**config.mk**
```make
export PLATFORM = sky130hd
export DESIGN_NAME = sram_wr_seq
export DESIGN_NICKNAME = d
export VERILOG_FILES = /design/src/rtl/sram_wr_pkg.sv /design/src/rtl/sram_wr_timer.sv /design/src/rtl/sram_wr_pinmux.sv /design/src/rtl/sram_wr_seq.sv
export SDC_FILE = /design/constraint.sdc
export NUM_CORES = 1
export LEC_CHECK = 0
export ABC_AREA = 1
export BUFFER_PORTS_ARGS = -buffer_cell sky130_fd_sc_hd__buf_2
export CORE_UTILIZATION = 38
export DETAILED_ROUTE_END_ITERATION = 7
export PLACE_DENSITY_LB_ADDON = 0.05
export SYNTH_ARGS = -nofsm -noshare
export SYNTH_HDL_FRONTEND = slang
export SYNTH_SLANG_ARGS = --single-unit
```
**constraint.sdc**
```tcl
create_clock -name clk -period 1.4 [get_ports clk]
set_clock_uncertainty 0.15 [all_clocks]
set_input_delay 0 -clock clk [delete_from_list [all_inputs] [get_ports clk]]
set_output_delay 0 -clock clk [all_outputs]
set_load 0.01 [all_outputs]
```
**src/rtl/sram_wr_pkg.sv**
```systemverilog
package sram_wr_pkg;

    typedef enum logic [1:0] {
        ST_IDLE  = 2'd0,
        ST_SETUP = 2'd1,
        ST_PULSE = 2'd2,
        ST_REC   = 2'd3
    } wseq_st_e;

    typedef struct packed {
        logic we_n;
        logic ce_n;
        logic sem_n;
        logic oe_n;
        logic dq_oe;
    } wseq_pins_t;

    localparam wseq_pins_t PINS_IDLE = '{we_n: 1'b1, ce_n: 1'b1, sem_n: 1'b1,
                                         oe_n: 1'b1, dq_oe: 1'b0};

endpackage

```
**src/rtl/sram_wr_timer.sv**
```systemverilog
module sram_wr_timer #(
    parameter int CW = 4
) (
    input  logic          clk,
    input  logic          rst_n,
    input  logic          clr,
    output logic [CW-1:0] cnt_q,
    output logic [CW-1:0] cnt_d
);

    always_comb begin
        cnt_d = clr ? '0 : cnt_q + 1'b1;
    end

    always_ff @(posedge clk or negedge rst_n) begin
        if (!rst_n) cnt_q <= '0;
        else        cnt_q <= cnt_d;
    end

endmodule

```
**src/rtl/sram_wr_pinmux.sv**
```systemverilog
module sram_wr_pinmux
    import sram_wr_pkg::*;
#(
    parameter int CW   = 4,
    parameter int T_WZ = 2,
    parameter int T_DH = 1
) (
    input  wseq_st_e      st,
    input  logic [CW-1:0] cnt,
    input  logic          rw_ctl,
    input  logic          tgt_sem,
    input  logic          keep_oe,
    output wseq_pins_t    pins
);

    logic busy;
    logic en_low;
    logic we_low;
    logic late_drive;

    always_comb begin
        busy       = (st != ST_IDLE);
        late_drive = rw_ctl && keep_oe;
        // strobe-controlled: enable frames the cycle, write strobe marks the window
        // enable-controlled: write strobe frames the cycle, enable marks the window
        en_low     = rw_ctl ? busy : (st == ST_PULSE);
        we_low     = rw_ctl ? (st == ST_PULSE) : busy;

        pins.we_n  = !we_low;
        pins.ce_n  = !(en_low && !tgt_sem);
        pins.sem_n = !(en_low && tgt_sem);
        pins.oe_n  = !(busy && keep_oe);

        unique case (st)
            ST_SETUP: pins.dq_oe = !late_drive;
            ST_PULSE: pins.dq_oe = late_drive ? (cnt >= CW'(T_WZ)) : 1'b1;
            ST_REC:   pins.dq_oe = (cnt < CW'(T_DH));
            default:  pins.dq_oe = 1'b0;
        endcase
    end

endmodule

```
**src/rtl/sram_wr_seq.sv**
```systemverilog
module sram_wr_seq
    import sram_wr_pkg::*;
#(
    parameter int ADDR_W = 13,
    parameter int DATA_W = 8,
    parameter int T_AS   = 2,
    parameter int T_WP   = 3,
    parameter int T_WZ   = 2,
    parameter int T_DW   = 2,
    parameter int T_DH   = 1,
    parameter int T_WR   = 2
) (
    input  logic              clk,
    input  logic              rst_n,
    input  logic              req_valid,
    output logic              req_ready,
    input  logic [ADDR_W-1:0] req_addr,
    input  logic [DATA_W-1:0] req_data,
    input  logic              req_sem,
    input  logic              req_en_ctl,
    input  logic              req_keep_oe,
    output logic              done,
    output logic [ADDR_W-1:0] ram_addr,
    output logic [DATA_W-1:0] ram_dq_o,
    output logic              ram_dq_oe,
    output logic              ram_ce_n,
    output logic              ram_sem_n,
    output logic              ram_we_n,
    output logic              ram_oe_n
);

    localparam int P_LATE  = (T_WP > T_WZ + T_DW) ? T_WP : T_WZ + T_DW;
    localparam int P_EARLY = (T_WP > T_DW) ? T_WP : T_DW;
    localparam int R_LEN   = (T_WR > T_DH) ? T_WR : T_DH;
    localparam int M_A     = (P_LATE > R_LEN) ? P_LATE : R_LEN;
    localparam int M_ALL   = (M_A > T_AS) ? M_A : T_AS;
    localparam int CW      = $clog2(M_ALL + 1);

    typedef struct packed {
        wseq_st_e          st;
        logic [ADDR_W-1:0] addr;
        logic [DATA_W-1:0] data;
        logic              sem;
        logic              rw;
        logic              keep;
        logic              done;
        wseq_pins_t        pins;
    } regs_t;

    regs_t         r_q, r_d;
    logic [CW-1:0] cnt_q, cnt_d;
    logic          cnt_clr;
    logic [CW-1:0] plen_last;
    wseq_pins_t    pins_nx;

    sram_wr_timer #(.CW(CW)) u_timer (
        .clk   (clk),
        .rst_n (rst_n),
        .clr   (cnt_clr),
        .cnt_q (cnt_q),
        .cnt_d (cnt_d)
    );

    sram_wr_pinmux #(.CW(CW), .T_WZ(T_WZ), .T_DH(T_DH)) u_pinmux (
        .st      (r_d.st),
        .cnt     (cnt_d),
        .rw_ctl  (r_d.rw),
        .tgt_sem (r_d.sem),
        .keep_oe (r_d.keep),
        .pins    (pins_nx)
    );

    always_comb begin
        plen_last = (r_q.rw && r_q.keep) ? CW'(P_LATE - 1) : CW'(P_EARLY - 1);
        r_d       = r_q;
        r_d.done  = 1'b0;
        unique case (r_q.st)
            ST_IDLE: begin
                if (req_valid) begin
                    r_d.st   = ST_SETUP;
                    r_d.addr = req_addr;
                    r_d.data = req_data;
                    r_d.sem  = req_sem;
                    r_d.rw   = !req_en_ctl;
                    r_d.keep = req_keep_oe;
                end
            end
            ST_SETUP: if (cnt_q == CW'(T_AS - 1)) r_d.st = ST_PULSE;
            ST_PULSE: if (cnt_q == plen_last)     r_d.st = ST_REC;
            ST_REC: begin
                if (cnt_q == CW'(R_LEN - 1)) begin
                    r_d.st   = ST_IDLE;
                    r_d.done = 1'b1;
                end
            end
            default: r_d.st = ST_IDLE;
        endcase
        cnt_clr  = (r_d.st != r_q.st);
        r_d.pins = pins_nx;
    end

    always_ff @(posedge clk or negedge rst_n) begin
        if (!rst_n) begin
            r_q      <= '0;
            r_q.st   <= ST_IDLE;
            r_q.pins <= PINS_IDLE;
        end else begin
            r_q <= r_d;
        end
    end

    assign req_ready = (r_q.st == ST_IDLE);
    assign done      = r_q.done;
    assign ram_addr  = r_q.addr;
    assign ram_dq_o  = r_q.data;
    assign ram_dq_oe = r_q.pins.dq_oe;
    assign ram_ce_n  = r_q.pins.ce_n;
    assign ram_sem_n = r_q.pins.sem_n;
    assign ram_we_n  = r_q.pins.we_n;
    assign ram_oe_n  = r_q.pins.oe_n;


    addr_move_chk: assert property (@(posedge clk) disable iff (!rst_n)
        !$stable(ram_addr) |-> (ram_we_n || (ram_ce_n && ram_sem_n)));


    sel_excl_chk: assert property (@(posedge clk) disable iff (!rst_n)
        !(!ram_ce_n && !ram_sem_n));


    done_pulse_chk: assert property (@(posedge clk) disable iff (!rst_n)
        done |=> !done);


    done_idle_chk: assert property (@(posedge clk) disable iff (!rst_n)
        done |-> (ram_we_n && ram_ce_n && ram_sem_n && !ram_dq_oe));


    late_drive_chk: assert property (@(posedge clk) disable iff (!rst_n)
        ($rose(ram_dq_oe) && !ram_oe_n && !(ram_ce_n && ram_sem_n))
        |-> ($past(!ram_we_n) && $past(!(ram_ce_n && ram_sem_n))));


    ready_busy_chk: assert property (@(posedge clk) disable iff (!rst_n)
        (req_ready && req_valid) |=> !req_ready);

endmodule

```
==> results.toml <==
[cells_and_area]
final_util_pct = 56.9
antenna_cells = 0
fin_cells = 287
drive_gt1_share_pct = 60.4
layout_commonest_cell = "buf_2"
final_cell_mix = "buf_2 (54), dfrtp_1 (29), dlygate4sd3_1 (25), buf_4 (20), mux2_4 (19)"
syn_to_final_growth_pct = 43.9
nets = 263

[floorplanning]
dieArea_sq_mm = 0.00484
die_h_um = 69.6
fp-row-count = 24
start_util_pct = 39.6
core_area_sq_mm = 0.00438
fp.dieW_um = 69.6
io_pins = 55

[routing]
first_pass_iters = 4
vias_per_cell = 4.43
wire_per_inst_um = 11.7
wirelength_um = 3360
route.detailed.drc = 0
ant_nets = 0
drtIter0Drc = 21
vias = 1270

[placement]
gp_congestion = 0.840
dp_slack_ps = -161
dp_hpwl_um = 2260
post-place-cells = 246
port_buffers = 54

[critical_path]
crit_path_max_fanout = 3
required_ps = 1420
arrival_ps = 1510
critical_path_class = "flip-flop to flip-flop"
startpoint = "u_timer.cnt_q[0]$_DFF_PN0_"
r2r_start = "u_timer.cnt_q[0]$_DFF_PN0_"
cp-start-kind = "flip-flop"
end_kind = "flip-flop"

[cts]
cts_tree = "built"
cts_buffer_depth = 2
root_buffer = "clkbuf_8"
clock_latency_ps = 280
cts.sinks = 35
clkTransAtPathRegs_ps = 70
cts_buffers = 5
htreeDepth = 2

[outcome]
status = "finished with violations"
violations = "setup timing"

[min_path]
hold_path_class = "input pin to flip-flop"
hold_start = "req_valid"

[global_route]
grt_pass1_wl_um = 5490
grt_pass1_vias = 1210
grt_usage_pct = 14.6
antenna_found_initial = 0
grt_max_degree = 22
grt-ovfl-total = 0

[power]
switchingPower_mw = 2.05
vdd_drop_max_mv = 1.22
pwr-share-seq_pct = 32.5
swShare_pct = 36.4
pwr-share-comb_pct = 55.3
p_clk_share_pct = 12.1
powerDensity_mw_per_mm2 = 2260
intPower_mw = 3.58
power_leakage_nw = 1.32

[sta]
setup_viol = 30
tightest_slew_ps = 451
max_freq_mhz = 671
max_slew_margin_pct = 70.0
grt_setup_unrepaired = "true"
period_share_pct = 107
period_minus_slack_ps = 1490
hold_viol_final = 0
drv_slew = 0
fin_ws_ps = -91.2

[synth]
synth_warnings = 0
synth.distinct_cells = 22
yosysSeqAreaShare_pct = 50.8
synth_area_per_cell_sq_um = 11.8
ys_ff_latch = 35
synthTopCellsByArea = "dfrtp_1 (45%), mux2_4 (16%), buf_4 (9.1%), dfstp_2 (6.1%), nand2_1 (4.5%)"
netlist_area_sq_mm = 0.00173
synth_top_area_cell = "dfrtp_1"
synthCells = 147
syn_nets = 176
synth_top_area_share_pct = 44.7

[run]
max_cap_viol_count = 0
==> final timing paths <==
check | end | slack (ps) | depth (start not counted)
min | r_q[7]$_DFF_PN0_ | 9 | 4
min reg2reg | ram_dq_o[7]$_DFFE_PN0P_ | 350 | 1
max in group asynchronous | r_q[31]$_DFF_PN0_ | 540 | 3
min in group asynchronous | ram_addr[5]$_DFFE_PN0P_ | 50 | 2
max reg2reg | ram_dq_oe$_DFF_PN0_ | -90 | 6
max | ram_dq_oe$_DFF_PN0_ | -90 | 6
==> worst max-delay path, stage by stage (launching register included) <==
cell,delay (ps)
dfrtp_1,420
ha_1,220
or2_2,300
nand2_1,80
o21ai_2,60
nand3_1,60
nand3_1,80
==> cell families after synthesis <==
| logic type | synth area share, % |
|---|---|
| flops | 50.8 |
| fa+ha+maj | 1.44 |
| simple gates | 11.8 |
| buf+inv | 15.1 |
| compound gates | 3.17 |
| mux | 17.7 |
==> cell type report <==
| class | count | area (sq um) |
|---|---|---|
| fillers | 392 | 1890 |
| flip-flops and latches | 35 | 883 |
| repair buffers | 103 | 733 |
| multi-input cells | 72 | 666 |
| clock buffers | 7 | 76.3 |
| inverters | 17 | 66.3 |
| well taps | 52 | 65.1 |
| clock inverters | 1 | 5.00 |
==> routing by layer <==
layer  track usage (%)  routed length (um)
met3              3.05                 118
met4              6.80                  53
met5                 0                   0
met2              23.6                1640
met1              18.6                1550
==> per-stage QoR <==
step / cell area (sq um) / power (mW) / hold WS (ps) / TNS (ps)
floorplan: 1730 / 3.91 / -446 / -1050
global placement: 2020 / 4.43 / -175 / -2420
detailed placement: 2020 / 4.46 / -171 / -2490
CTS: 2380 / 5.33 / 1.60 / -1630
global route: 2490 / 6.04 / 20.2 / -3490
finish: 2490 / 5.64 / 8.66 / -1720
==> power groups by stage <==
stage / Clock (mW) / Combinational, mW / Sequential, mW
5_1_grt: 0.755 / 3.39 / 1.89
3_5_place_dp: 0 / 2.63 / 1.83
2_1_floorplan: 0 / 2.07 / 1.83
4_1_cts: 0.718 / 2.78 / 1.82
6_report: 0.685 / 3.12 / 1.83
3_3_place_gp: 0 / 2.62 / 1.81
==> cells in the mapped netlist <==
cell type and n:
mux2_4 19, nand2_8 1, nand3b_1 1, nand3_1 4, nand3_2 1, nand2_2 3
ha_1 2, buf_4 21, o21ai_1 2, dfrtp_1 31, buf_12 2, inv_1 16
inv_2 1, nand2_1 21, or2_2 1, o21ai_2 4, nor3_1 1, dfstp_2 4
nor2_4 1, nor2_1 7, mux2_2 2, a21oi_1 2
==> registers in the layout, indices dropped and copies added (netlist names) <==
name and count:
u_timer.cnt_q 3, ram_dq_o 8, ram_ce_n 1, r_q 5, ram_oe_n 1, ram_sem_n 1, done 1, ram_we_n 1
ram_addr 13, ram_dq_oe 1
==> what timing repair did <==
| action | in CTS | in global routing |
|---|---|---|
| pin swaps | 2 | 9 |
| setup endpoints to repair | 32 | 34 |
| hold endpoints to repair | 62 | 0 |
| setup buffers | 2 | 6 |
| cloned | 0 | 0 |
| resized for setup | 7 | 22 |
| hold buffers | 25 | 0 |
No activity file was read; power rests on OpenSTA's default activity.
